**src/rtl/cfgbus_pkg.sv**
```systemverilog
package cfgbus_pkg;

  typedef enum logic [2:0] {
    PH_IDLE,
    PH_ADDR,
    PH_PTR,
    PH_WDATA,
    PH_RDATA
  } phase_e;

  // address byte carries the target address in bits 7:1, direction in bit 0
  function automatic logic addr_hit(input logic [7:0] rx, input logic [6:0] own);
    return rx[7:1] == own;
  endfunction

endpackage

```
**src/rtl/cfgbus_sync.sv**
```systemverilog
module cfgbus_sync #(
  parameter int              WIDTH     = 2,
  parameter int              STAGES    = 2,
  parameter logic [WIDTH-1:0] RESET_VAL = '1
) (
  input  logic             clk,
  input  logic             rst_n,
  input  logic [WIDTH-1:0] d_i,
  output logic [WIDTH-1:0] q_o
);

  logic [WIDTH-1:0] chain [STAGES];

  always_ff @(posedge clk or negedge rst_n) begin
    if (!rst_n) begin
      for (int i = 0; i < STAGES; i++) chain[i] <= RESET_VAL;
    end else begin
      chain[0] <= d_i;
      for (int i = 1; i < STAGES; i++) chain[i] <= chain[i-1];
    end
  end

  assign q_o = chain[STAGES-1];

endmodule

```
**src/rtl/cfgbus_store.sv**
```systemverilog
module cfgbus_store #(
  parameter int DEPTH = 16,
  localparam int PTR_W = $clog2(DEPTH),
  localparam int CFG_W = DEPTH * 8
) (
  input  logic             clk,
  input  logic             rst_n,
  input  logic             wr_en,
  input  logic [PTR_W-1:0] wr_ptr,
  input  logic [7:0]       wr_data,
  input  logic [PTR_W-1:0] rd_ptr,
  output logic [7:0]       rd_data,
  output logic [CFG_W-1:0] cfg_o
);

  logic [7:0] cells [DEPTH];

  always_ff @(posedge clk or negedge rst_n) begin
    if (!rst_n) begin
      for (int i = 0; i < DEPTH; i++) cells[i] <= 8'h00;
    end else if (wr_en) begin
      cells[wr_ptr] <= wr_data;
    end
  end

  assign rd_data = cells[rd_ptr];

  for (genvar k = 0; k < DEPTH; k++) begin : g_flat
    assign cfg_o[8*k +: 8] = cells[k];
  end

endmodule

```
**src/rtl/cfgbus_engine.sv**
```systemverilog
module cfgbus_engine
  import cfgbus_pkg::*;
#(
  parameter logic [6:0] TARGET_ADDR = 7'h58,
  parameter int         DEPTH       = 16,
  localparam int        PTR_W       = $clog2(DEPTH)
) (
  input  logic             clk,
  input  logic             rst_n,
  input  logic             run_mode,
  input  logic             scl_rise,
  input  logic             scl_fall,
  input  logic             start_ev,
  input  logic             stop_ev,
  input  logic             sda_s,
  input  logic [7:0]       rd_data,
  output logic             wr_en,
  output logic [7:0]       wr_data,
  output logic [PTR_W-1:0] ptr_o,
  output logic             sda_pull
);

  function automatic logic [PTR_W-1:0] ptr_next(input logic [PTR_W-1:0] p);
    return p + 1'b1;
  endfunction

  phase_e           phase;
  logic [3:0]       cnt;
  logic [7:0]       rx_sh;
  logic [7:0]       tx_sh;
  logic             in_ack;
  logic             mack_n;
  logic [PTR_W-1:0] ptr;

  logic byte_in_done;
  assign byte_in_done = scl_fall && (cnt == 4'd8);

  assign wr_en = !run_mode && !start_ev && !stop_ev && !in_ack &&
                 (phase == PH_WDATA) && byte_in_done;
  assign wr_data = rx_sh;
  assign ptr_o   = ptr;

  assign sda_pull = !run_mode && (in_ack || (phase == PH_RDATA && !tx_sh[7]));

  always_ff @(posedge clk or negedge rst_n) begin
    if (!rst_n) begin
      phase  <= PH_IDLE;
      cnt    <= '0;
      rx_sh  <= '0;
      tx_sh  <= '1;
      in_ack <= 1'b0;
      mack_n <= 1'b1;
      ptr    <= '0;
    end else if (run_mode) begin
      phase  <= PH_IDLE;
      cnt    <= '0;
      tx_sh  <= '1;
      in_ack <= 1'b0;
    end else if (start_ev) begin
      phase  <= PH_ADDR;
      cnt    <= '0;
      tx_sh  <= '1;
      in_ack <= 1'b0;
    end else if (stop_ev) begin
      phase  <= PH_IDLE;
      cnt    <= '0;
      tx_sh  <= '1;
      in_ack <= 1'b0;
    end else if (in_ack) begin
      if (scl_fall) begin
        in_ack <= 1'b0;
        cnt    <= '0;
        if (phase == PH_RDATA) begin
          tx_sh <= rd_data;
          ptr   <= ptr_next(ptr);
        end
      end
    end else begin
      unique case (phase)
        PH_ADDR, PH_PTR, PH_WDATA: begin
          if (scl_rise && cnt < 4'd8) begin
            rx_sh <= {rx_sh[6:0], sda_s};
            cnt   <= cnt + 4'd1;
          end
          if (byte_in_done) begin
            if (phase == PH_ADDR) begin
              if (addr_hit(rx_sh, TARGET_ADDR)) begin
                in_ack <= 1'b1;
                phase  <= rx_sh[0] ? PH_RDATA : PH_PTR;
              end else begin
                phase <= PH_IDLE;
              end
            end else if (phase == PH_PTR) begin
              ptr    <= rx_sh[PTR_W-1:0];
              in_ack <= 1'b1;
              phase  <= PH_WDATA;
            end else begin
              ptr    <= ptr_next(ptr);
              in_ack <= 1'b1;
            end
          end
        end
        PH_RDATA: begin
          if (scl_rise && cnt < 4'd9) begin
            cnt <= cnt + 4'd1;
            if (cnt == 4'd8) mack_n <= sda_s;
          end
          if (scl_fall) begin
            if (cnt >= 4'd1 && cnt <= 4'd8) begin
              tx_sh <= {tx_sh[6:0], 1'b1};
            end else if (cnt == 4'd9) begin
              if (!mack_n) begin
                tx_sh <= rd_data;
                ptr   <= ptr_next(ptr);
                cnt   <= '0;
              end else begin
                phase <= PH_IDLE;
              end
            end
          end
        end
        default: ;
      endcase
    end
  end

endmodule

```
**src/rtl/cfgbus_target.sv**
```systemverilog
module cfgbus_target #(
  parameter logic [6:0] TARGET_ADDR = 7'h58,
  parameter int         DEPTH       = 16,
  parameter int         SYNC_STAGES = 2,
  localparam int        PTR_W       = $clog2(DEPTH),
  localparam int        CFG_W       = DEPTH * 8
) (
  input  logic             clk,
  input  logic             rst_n,
  input  logic             mode_i,
  input  logic             pd_scl_i,
  input  logic             oe_sda_i,
  output logic             sda_pull_o,
  output logic             pd_o,
  output logic             oe_o,
  output logic [CFG_W-1:0] cfg_o
);

  logic [1:0] pins_s;
  logic       scl_s, sda_s, scl_q, sda_q;

  cfgbus_sync #(.WIDTH(2), .STAGES(SYNC_STAGES), .RESET_VAL(2'b11)) u_sync (
    .clk   (clk),
    .rst_n (rst_n),
    .d_i   ({pd_scl_i, oe_sda_i}),
    .q_o   (pins_s)
  );

  assign scl_s = pins_s[1];
  assign sda_s = pins_s[0];

  always_ff @(posedge clk or negedge rst_n) begin
    if (!rst_n) begin
      scl_q <= 1'b1;
      sda_q <= 1'b1;
      pd_o  <= 1'b0;
      oe_o  <= 1'b0;
    end else begin
      scl_q <= scl_s;
      sda_q <= sda_s;
      pd_o  <= mode_i & scl_s;
      oe_o  <= mode_i & sda_s;
    end
  end

  logic scl_rise, scl_fall, start_ev, stop_ev;
  assign scl_rise = scl_s && !scl_q;
  assign scl_fall = !scl_s && scl_q;
  assign start_ev = scl_s && scl_q && sda_q && !sda_s;
  assign stop_ev  = scl_s && scl_q && !sda_q && sda_s;

  logic             wr_en;
  logic [7:0]       wr_data, rd_data;
  logic [PTR_W-1:0] ptr;

  cfgbus_engine #(.TARGET_ADDR(TARGET_ADDR), .DEPTH(DEPTH)) u_engine (
    .clk      (clk),
    .rst_n    (rst_n),
    .run_mode (mode_i),
    .scl_rise (scl_rise),
    .scl_fall (scl_fall),
    .start_ev (start_ev),
    .stop_ev  (stop_ev),
    .sda_s    (sda_s),
    .rd_data  (rd_data),
    .wr_en    (wr_en),
    .wr_data  (wr_data),
    .ptr_o    (ptr),
    .sda_pull (sda_pull_o)
  );

  cfgbus_store #(.DEPTH(DEPTH)) u_store (
    .clk     (clk),
    .rst_n   (rst_n),
    .wr_en   (wr_en),
    .wr_ptr  (ptr),
    .wr_data (wr_data),
    .rd_ptr  (ptr),
    .rd_data (rd_data),
    .cfg_o   (cfg_o)
  );

endmodule

```
**config.mk**
```make
export PLATFORM = sky130hd
export DESIGN_NAME = cfgbus_target
export DESIGN_NICKNAME = d
export VERILOG_FILES = /design/src/rtl/cfgbus_pkg.sv /design/src/rtl/cfgbus_sync.sv /design/src/rtl/cfgbus_store.sv /design/src/rtl/cfgbus_engine.sv /design/src/rtl/cfgbus_target.sv
export SDC_FILE = /design/constraint.sdc
export NUM_CORES = 1
export LEC_CHECK = 0
export BUFFER_PORTS_ARGS = -buffer_cell sky130_fd_sc_hd__buf_2
export CORE_MARGIN = 2
export CORE_UTILIZATION = 35
export CTS_CLUSTER_SIZE = 8
export DETAILED_ROUTE_END_ITERATION = 6
export MAX_ROUTING_LAYER = met4
export PLACE_DENSITY_LB_ADDON = 0.15
export SYNTH_ARGS = -nofsm -noshare
export SYNTH_HDL_FRONTEND = slang
export SYNTH_SLANG_ARGS = --single-unit
```
**constraint.sdc**
```tcl
create_clock -name clk -period 5.9 [get_ports clk]
set_input_delay 0.295 -clock clk [delete_from_list [all_inputs] [get_ports clk]]
set_output_delay 0.295 -clock clk [all_outputs]
set_load 0.05 [all_outputs]
```
==> results of run 1 <==
==> final cells by class <==
type                       count  area share (%)
tap                          285            3.75
timing repair buffer         142            7.79
clock buffer                  17            4.48
sequential                   165            43.7
inverter                       6           0.237
clock inverter                15            1.78
multi-input combinational    403            38.3
==> final timing paths <==
check | start | endpoint | slack [ps] | depth (start not counted)
min in group clk | mode_i | pd_o | 190 | 2
max reg2reg | u_engine.ptr_o[1] | u_store.cfg_o[6] | 2930 | 6
max in group asynchronous | rst_n | u_engine.ptr_o[0] | 4410 | 2
min | rst_n | u_store.cfg_o[72] | -80 | 1
min reg2reg | u_sync.chain[2] | u_sync.q_o[0] | 360 | 0
max | u_engine.ptr_o[1] | u_store.cfg_o[6] | 2930 | 6
==> worst reg2reg max path, delay by kind of cell (launching register included) <==
family        cells  cell delay (ps)
simple gates      2              830
buf+inv           2              670
flops             1              640
mux               1              430
fa+ha+maj         1              280
==> flip-flops by register name (all words and copies together) (netlist names) <==
name / count
u_store.cfg_o: 128
u_engine.tx_sh: 8
u_engine.wr_data: 8
u_engine.cnt: 4
u_engine.ptr_o: 4
u_engine.phase: 3
u_sync.chain: 2
u_sync.q_o: 2
oe_o: 1
pd_o: 1
scl_q: 1
sda_q: 1
u_engine.in_ack: 1
u_engine.mack_n: 1
==> routing by layer <==
metal / wire [µm] / track usage [%] / up-vias / share of wire, %
li1: - / - / 2540 / -
met1: 10500 / 27.1 / 2915 / 46
met2: 11100 / 32.3 / 145 / 49
met3: 817 / 3.45 / 24 / 3.6
met4: 323 / 5.37 / 0 / 1.4
met5: 0 / - / - / 0
==> stage by stage <==
stage | util [%] | instances
after floorplan | - | 617
after global placement | 39.4 | 999
after detailed placement | 39.4 | 999
after CTS | 42.1 | 1033
after global routing | 42.1 | 1033
final | 42.1 | 1033
==> power by group through the flow <==
stage	clock network (mW)	registers (mW)	logic [mW]
final	1.14	1.30	0.443
after global routing	1.22	1.31	0.485
after detailed placement	0	1.32	0.447
after CTS	1.16	1.30	0.451
after global placement	0	1.32	0.438
after floorplan	0	1.20	0.407
==> cell families after synthesis <==
logic type               count (synthesis)  share of synthesized area, %
adder cells (fa/ha/maj)                  7                          1.09
AO/OA/AOI/OAI                           91                          7.85
flip-flops                             165                          51.8
XOR/XNOR                                 2                         0.219
AND/OR/NAND/NOR                        127                          8.86
multiplexers                           176                          27.4
buffers and inverters                   49                          2.78
==> layout by cell type (no fill, tap or decap), drive strengths merged, types with 3 or more instances in the layout <==
master / synthesis / routed
mux2i: 24 / 24
o31ai: 6 / 6
nand3: 23 / 23
clkinv: 0 / 5
mux4: 21 / 21
nor3: 6 / 6
and3: 12 / 12
a22o: 8 / 8
mux2: 131 / 131
nand2: 22 / 22
clkbuf: 28 / 17
and2: 6 / 6
dfrtp: 150 / 150
a211oi: 11 / 11
o211ai: 4 / 4
nor2: 22 / 22
nor2b: 8 / 8
inv: 6 / 13
nor3b: 4 / 4
buf: 15 / 140
dfstp: 15 / 15
a21oi: 17 / 17
a31oi: 5 / 5
o21ai: 19 / 19
ha: 7 / 7
nand2b: 7 / 7
nor4: 3 / 3
o221ai: 5 / 5
==> out/metrics.yaml, run 1 <==
drt-initial-drc-count: 299
required_ps: 6220
drt-vias-per-instance: 5.44
setup_viol: 0
netlist_area_um2: 8010
post-place-ws_ps: 2930
cts_tree: "done"
wl_per_cell_um: 22.1
timing.max_cap.violations: 0
cts_buffer_depth: 2
gp_congestion: 0.811
core_area_um2: 22600
p_comb_share_pct: 15.4
clkPwrFrac_pct: 39.6
hold_viol: 26
seqCellArea_um2: 4150
rsz0062_at_grt: "false"
synthCells: 617
synth_edf_count: 0
avgSynthCellArea_um2: 13.0
post_cts_buffers: 0
hold_ws_ps: -79.4
worstPathCellList: "buf_4 > inv_1 > ha_1 > nand3_1 > nor3_2 > mux2_2"
dieArea_um2: 24100
cts_buffers: 17
synth_common_cells: "dfrtp_1, mux2_2, clkbuf_1, mux2i_1, nand3_1"
hold_class: "input pin to async pin"
fp.dieH_um: 155
root_buffer: "clkbuf_16"
track_usage_pct: 20.3
antenna_found_initial: 0
critPathCaptureType: "register"
top_level_ports: 136
p_int_mw: 1.97
grt_remaining_overflow: 0
htree_levels: 4
total_power_mw: 2.88
ant_nets: 0
drc: 0
ys_types: 62
fillCellCount: 2135
worstPathArrival_ps: 3290
yosysTopAreaCell: "dfrtp_1"
final_layout_size_suffix_gt1_share_pct: 47.2
postPlaceCellArea_um2: 8880
cpLargestDelayFamily: "simple AND/OR/NAND/NOR gates"
syn_nets: 629
path_class: "register to register"
clk_pin_slew_ps: 70
violations: "negative hold slack"
vias: 5624
insertion_delay_ps: 430
start_util_pct: 35.5
dr.pass1.iters: 5
period_share_pct: 50.4
post_cts_resize_count: 0
status: "finished, violations left"
powerDensity_nw_per_um2: 303
switching_share_pct: 31.6
p_leak_nw: 4.79
yosys_most_used_dff: "dfrtp_1"
io_buffers: 135
routed_wl_um: 22800
syn_to_final_growth_pct: 18.6
synth.ff_latch_count: 165
fin_worst_skew_ps: 10.8
crit_slowest_cell: "nor3_2"
ys_seq_area_share_pct: 51.8
vdd_drop_max_mv: 0.171
synth_top_area_share_pct: 46.9
drv_slew: 0
hold_buffers: 2
rows: 55
grt_max_degree: 100
antennaDiodeCount: 0
tns_ps: 0
setup_ws_ps: 2930
ys_warn_count: 0
grt_pass1_wl_um: 35800
synth.most_common_cell: "dfrtp_1"
synth_top_cells_by_area: "dfrtp_1, mux2_2, mux4_2, dfstp_2, mux2i_1"
nNetsFinal: 747
multi_input_area_um2: 3630
hpwl_um: 15900
slew_headroom_pct: 35.6
crit_fanout: 19
fmax_ghz: 0.336
cts_sinks: 165
async_flop_share_pct: 100
crit_buf_inv: 2
tightest_slew_ps: 966
postLayoutCellArea_um2: 9500
grt_pass1_vias: 5897
finalCriticalPeriod_ps: 2970
dieWidth_um: 155
max_stage_delay_ps: 720
switchingPower_uw: 910
crit_path_start_kind: "register"
seqPwrFrac_pct: 45.0
Power figures use the tool's default switching activity.
==> run 2, diff against run 1 <==
Clock period 5.9 ns to 2.6 ns, I/O delays scaled along.
==> out/metrics.yaml, run 2 (synthesis results as in run 1) <==
antennaDiodeCount: 0
postLayoutCellArea_um2: 9850
setup_viol: 0
seqPwrFrac_pct: 41.7
hold_viol: 0
wl_per_cell_um: 21.8
cts_buffer_depth: 2
hold_path_depth: 2
track_usage_pct: 20.7
switching_share_pct: 31.5
drc: 0
antenna_found_initial: 0
dieWidth_um: 155
p_leak_nw: 5.00
rsz0062_at_grt: "false"
r2r_slack_ps: 180
drv_slew: 0
post-place-ws_ps: 195
io_buffers: 135
clk_pin_slew_ps: 60
ff2ff_path_depth: 7
fmax_ghz: 0.413
ant_nets: 0
grt_remaining_overflow: 0
postPlaceCellArea_um2: 9220
vdd_drop_max_mv: 0.317
worstPathArrival_ps: 2720
syn_to_final_growth_pct: 23.0
hpwl_um: 16800
slew_headroom_pct: 42.4
fillCellCount: 2115
gp_congestion: 0.822
final_common_cell: "dfrtp_1"
cts_tree: "done"
status: "complete, no violations"
powerDensity_nw_per_um2: 675
tns_ps: 0
crit_path_start_kind: "register"
grt_max_degree: 60
required_ps: 2900
vias: 5811
tightest_slew_ps: 856
finalCriticalPeriod_ps: 2420
final_layout_size_suffix_gt1_share_pct: 50.0
hold_class: "input pin to register"
drt-vias-per-instance: 5.40
nNetsFinal: 791
dieArea_um2: 24100
root_buffer: "clkbuf_16"
routed_wl_um: 23500
start_util_pct: 35.5
cts_sinks: 165
fp.dieH_um: 155
insertion_delay_ps: 430
timing.max_cap.violations: 0
dr.pass1.iters: 5
crit_fanout: 7
switchingPower_mw: 2.09
top_level_ports: 136
path_class: "register to register"
p_comb_share_pct: 19.7
largest_register_ffs: 128
final_cell_mix: "dfrtp_1, buf_2, mux2_2"
drt-initial-drc-count: 336
core_area_um2: 22600
setup_ws_ps: 179
multi_input_area_um2: 3630
critPathCaptureType: "register"
clkPwrFrac_pct: 38.6
seqCellArea_um2: 4150
cts_buffers: 17
finalNonFillerCells: 1077
period_share_pct: 93.1
post_cts_resize_count: 0
p_int_mw: 4.56
htree_levels: 4
fin_worst_skew_ps: 13.5
dp_cells: 1042
grt_pass1_wl_um: 36700
rows: 55
grt_pass1_vias: 6107
==> run 2: cell count changes in the layout (fill, tap and decap cells not counted), sizes merged <==
| cell | change |
|---|---|
| clkinv | -3 |
| buf | +43 |
| clkbuf | +3 |
| clkinvlp | +1 |
| dlygate4sd3 | +1 |
| bufinv | -1 |
==> run 2: power by group through the flow <==
stage	logic (mW)	clock network, mW	registers [mW]
final	1.31	2.57	2.77
after global routing	1.42	2.73	2.79
after CTS	1.32	2.62	2.77
after detailed placement	1.31	0	2.82
after global placement	1.29	0	2.82
after floorplan	0.924	0	2.72
==> run 2: what timing repair did <==
item / CTS / global route
setup buffers: 0 / 0
hold endpoints to repair: 52 / 0
hold buffers: 3 / 0
==> run 2: worst paths after layout <==
check / start / endpoint
min reg2reg: u_sync.chain[3] / u_sync.q_o[1]
max reg2reg: u_engine.cnt[0] / u_engine.cnt[0]
min: mode_i / oe_o
max: u_engine.cnt[0] / u_engine.cnt[0]
max in group asynchronous: rst_n / sda_q
min in group asynchronous: rst_n / pd_o
==> run 2: final cells by class <==
cell class                 count  share of cell area, %
sequential                   165                   42.1
tap                          285                   3.62
multi-input combinational    403                   36.9
clock buffer                  20                   4.74
inverter                       6                  0.229
clock inverter                12                   1.35
timing repair buffer         186                   11.0
==> run 2: layer usage <==
metal / vias up / GRT usage (%) / share of wire, %
met1: 3012 / 27.1 / 46
met3: 22 / 3.76 / 3.7
met4: 0 / 5.20 / 1.5
met2: 146 / 33.7 / 49
met5: - / - / 0
li1: 2631 / - / -
==> run 2: worst max-delay path, cell delays in order, from the launching register on <==
cell	delay (ps)
dfrtp_1	450
inv_1	70
ha_1	270
or4bb_1	550
or4_4	430
o211ai_2	150
nor2_1	120
mux2_4	280
==> run 2: through the flow <==
stage	hold WS, ps	utilization (%)	total power [mW]
CTS	19.1	43.6	6.71
global placement	140	40.8	4.11
detailed placement	156	40.8	4.13
finish	26.6	43.6	6.65
global route	46.6	43.6	6.94
floorplan	-166	-	3.65
==> run 3, diff against run 2 <==
Settings changed: PLACE_DENSITY_LB_ADDON 0.15 to not set.
==> out/metrics.yaml, run 3 (synthesis results as in run 1) <==
wl_met2_um: 10900
largest_register_ffs: 128
antennaDiodeCount: 0
highest_layer: "met4"
antenna_found_initial: 0
grt_max_degree: 47
tns_ps: 0
nNetsFinal: 795
ff2ff_path_depth: 7
dieWidth_um: 155
final_common_cell: "dfrtp_1"
drv_slew: 0
core_area_um2: 22600
hold_path_depth: 2
fin_worst_skew_ps: 11.9
rsz0062_at_grt: "false"
cts_buffers: 17
syn_to_final_growth_pct: 24.1
dr.pass1.iters: 5
vias: 5835
cts_tree: "done"
gp_congestion: 0.835
fillCellCount: 2120
clk_pin_slew_ps: 70
fp.dieH_um: 155
period_share_pct: 92.4
wl_met1_um: 10400
root_buffer: "clkbuf_16"
start_util_pct: 35.5
dieArea_um2: 24100
cts_sinks: 165
post_cts_buffers: 0
htree_levels: 4
vdd_drop_max_mv: 0.405
status: "complete, no violations"
hold_viol: 0
insertion_delay_ps: 430
hold_ws_ps: 31.4
drt-initial-drc-count: 427
powerDensity_nw_per_um2: 688
hpwl_um: 16200
wl_per_cell_um: 21.0
fmax_ghz: 0.416
seqCellArea_um2: 4150
final_cell_mix: "dfrtp_1, buf_2, mux2_2"
cts_buffer_depth: 2
grt_pass1_wl_um: 35500
setup_viol: 0
grt_remaining_overflow: 0
final_layout_size_suffix_gt1_share_pct: 50.3
track_usage_pct: 20.0
top_level_ports: 136
drc: 0
hold_class: "input pin to register"
ant_nets: 0
slew_headroom_pct: 53.0
multi_input_area_um2: 3630
routed_wl_um: 22600
worstPathArrival_ps: 2710
io_buffers: 135
grt_pass1_vias: 5674
rows: 55
met3WireLength_um: 955
path_class: "register to register"
timing.max_cap.violations: 0
post_cts_resize_count: 0
tightest_slew_ps: 703
required_ps: 2910
crit_fanout: 7
critPathCaptureType: "register"
drt-vias-per-instance: 5.40
crit_path_start_kind: "register"
finalCriticalPeriod_ps: 2400
p_leak_nw: 5.04
run 3: area by class of cell:
type	count	area share, %
Sequential cell	165	41.8
Inverter	6	0.227
Timing Repair Buffer	190	11.3
Multi-Input combinational cell	403	36.6
Tap cell	285	3.59
Clock inverter	13	1.94
Clock buffer	19	4.56
run 3: metrics by stage:
step	cell area [µm²]	power, mW	utilization [%]	std cells	setup slack, ps
after floorplan	8010	3.65	-	617	171
after global placement	9260	4.11	41.0	1046	251
after detailed placement	9260	4.12	41.0	1046	211
after CTS	9940	6.90	44.0	1081	202
after global routing	9940	7.14	44.0	1081	4.74
final	9940	6.84	44.0	1081	198
run 3: worst max-delay path: stages, from the launching register on:
cell	delay, ps
dfrtp_1	440
inv_1	70
ha_1	260
or4bb_1	540
or4_4	430
o211ai_2	150
nor2_1	120
mux2_4	280
run 3: layer usage:
metal / GRT usage (%) / up-vias
met5: - / -
met4: 6.03 / 0
met3: 3.06 / 29
met2: 30.7 / 169
met1: 27.6 / 3000
li1: - / 2637
run 3: final timing paths:
kind	endpoint	slack (ps)	start
hold reg to reg	u_sync.q_o[1]	360	u_sync.chain[3]
hold / removal	oe_o	30	mode_i
max in group asynchronous	sda_q	1720	rst_n
setup reg to reg	u_engine.cnt[0]	200	u_engine.cnt[0]
min in group asynchronous	oe_o	120	rst_n
setup / recovery	u_engine.cnt[0]	200	u_engine.cnt[0]
run 3: where the power goes:
group / internal, mW / switching [mW] / total, mW / leakage (nW)
clock network: 1.68 / 1.10 / 2.77 / 0.311
logic: 0.489 / 0.751 / 1.24 / 2.49
registers: 2.63 / 0.196 / 2.83 / 2.24
run 3: timing repair:
action,in CTS,in global routing
endpoints found under the setup margin,0,0
hold buffers,3,0
endpoints found under the hold margin,157,0
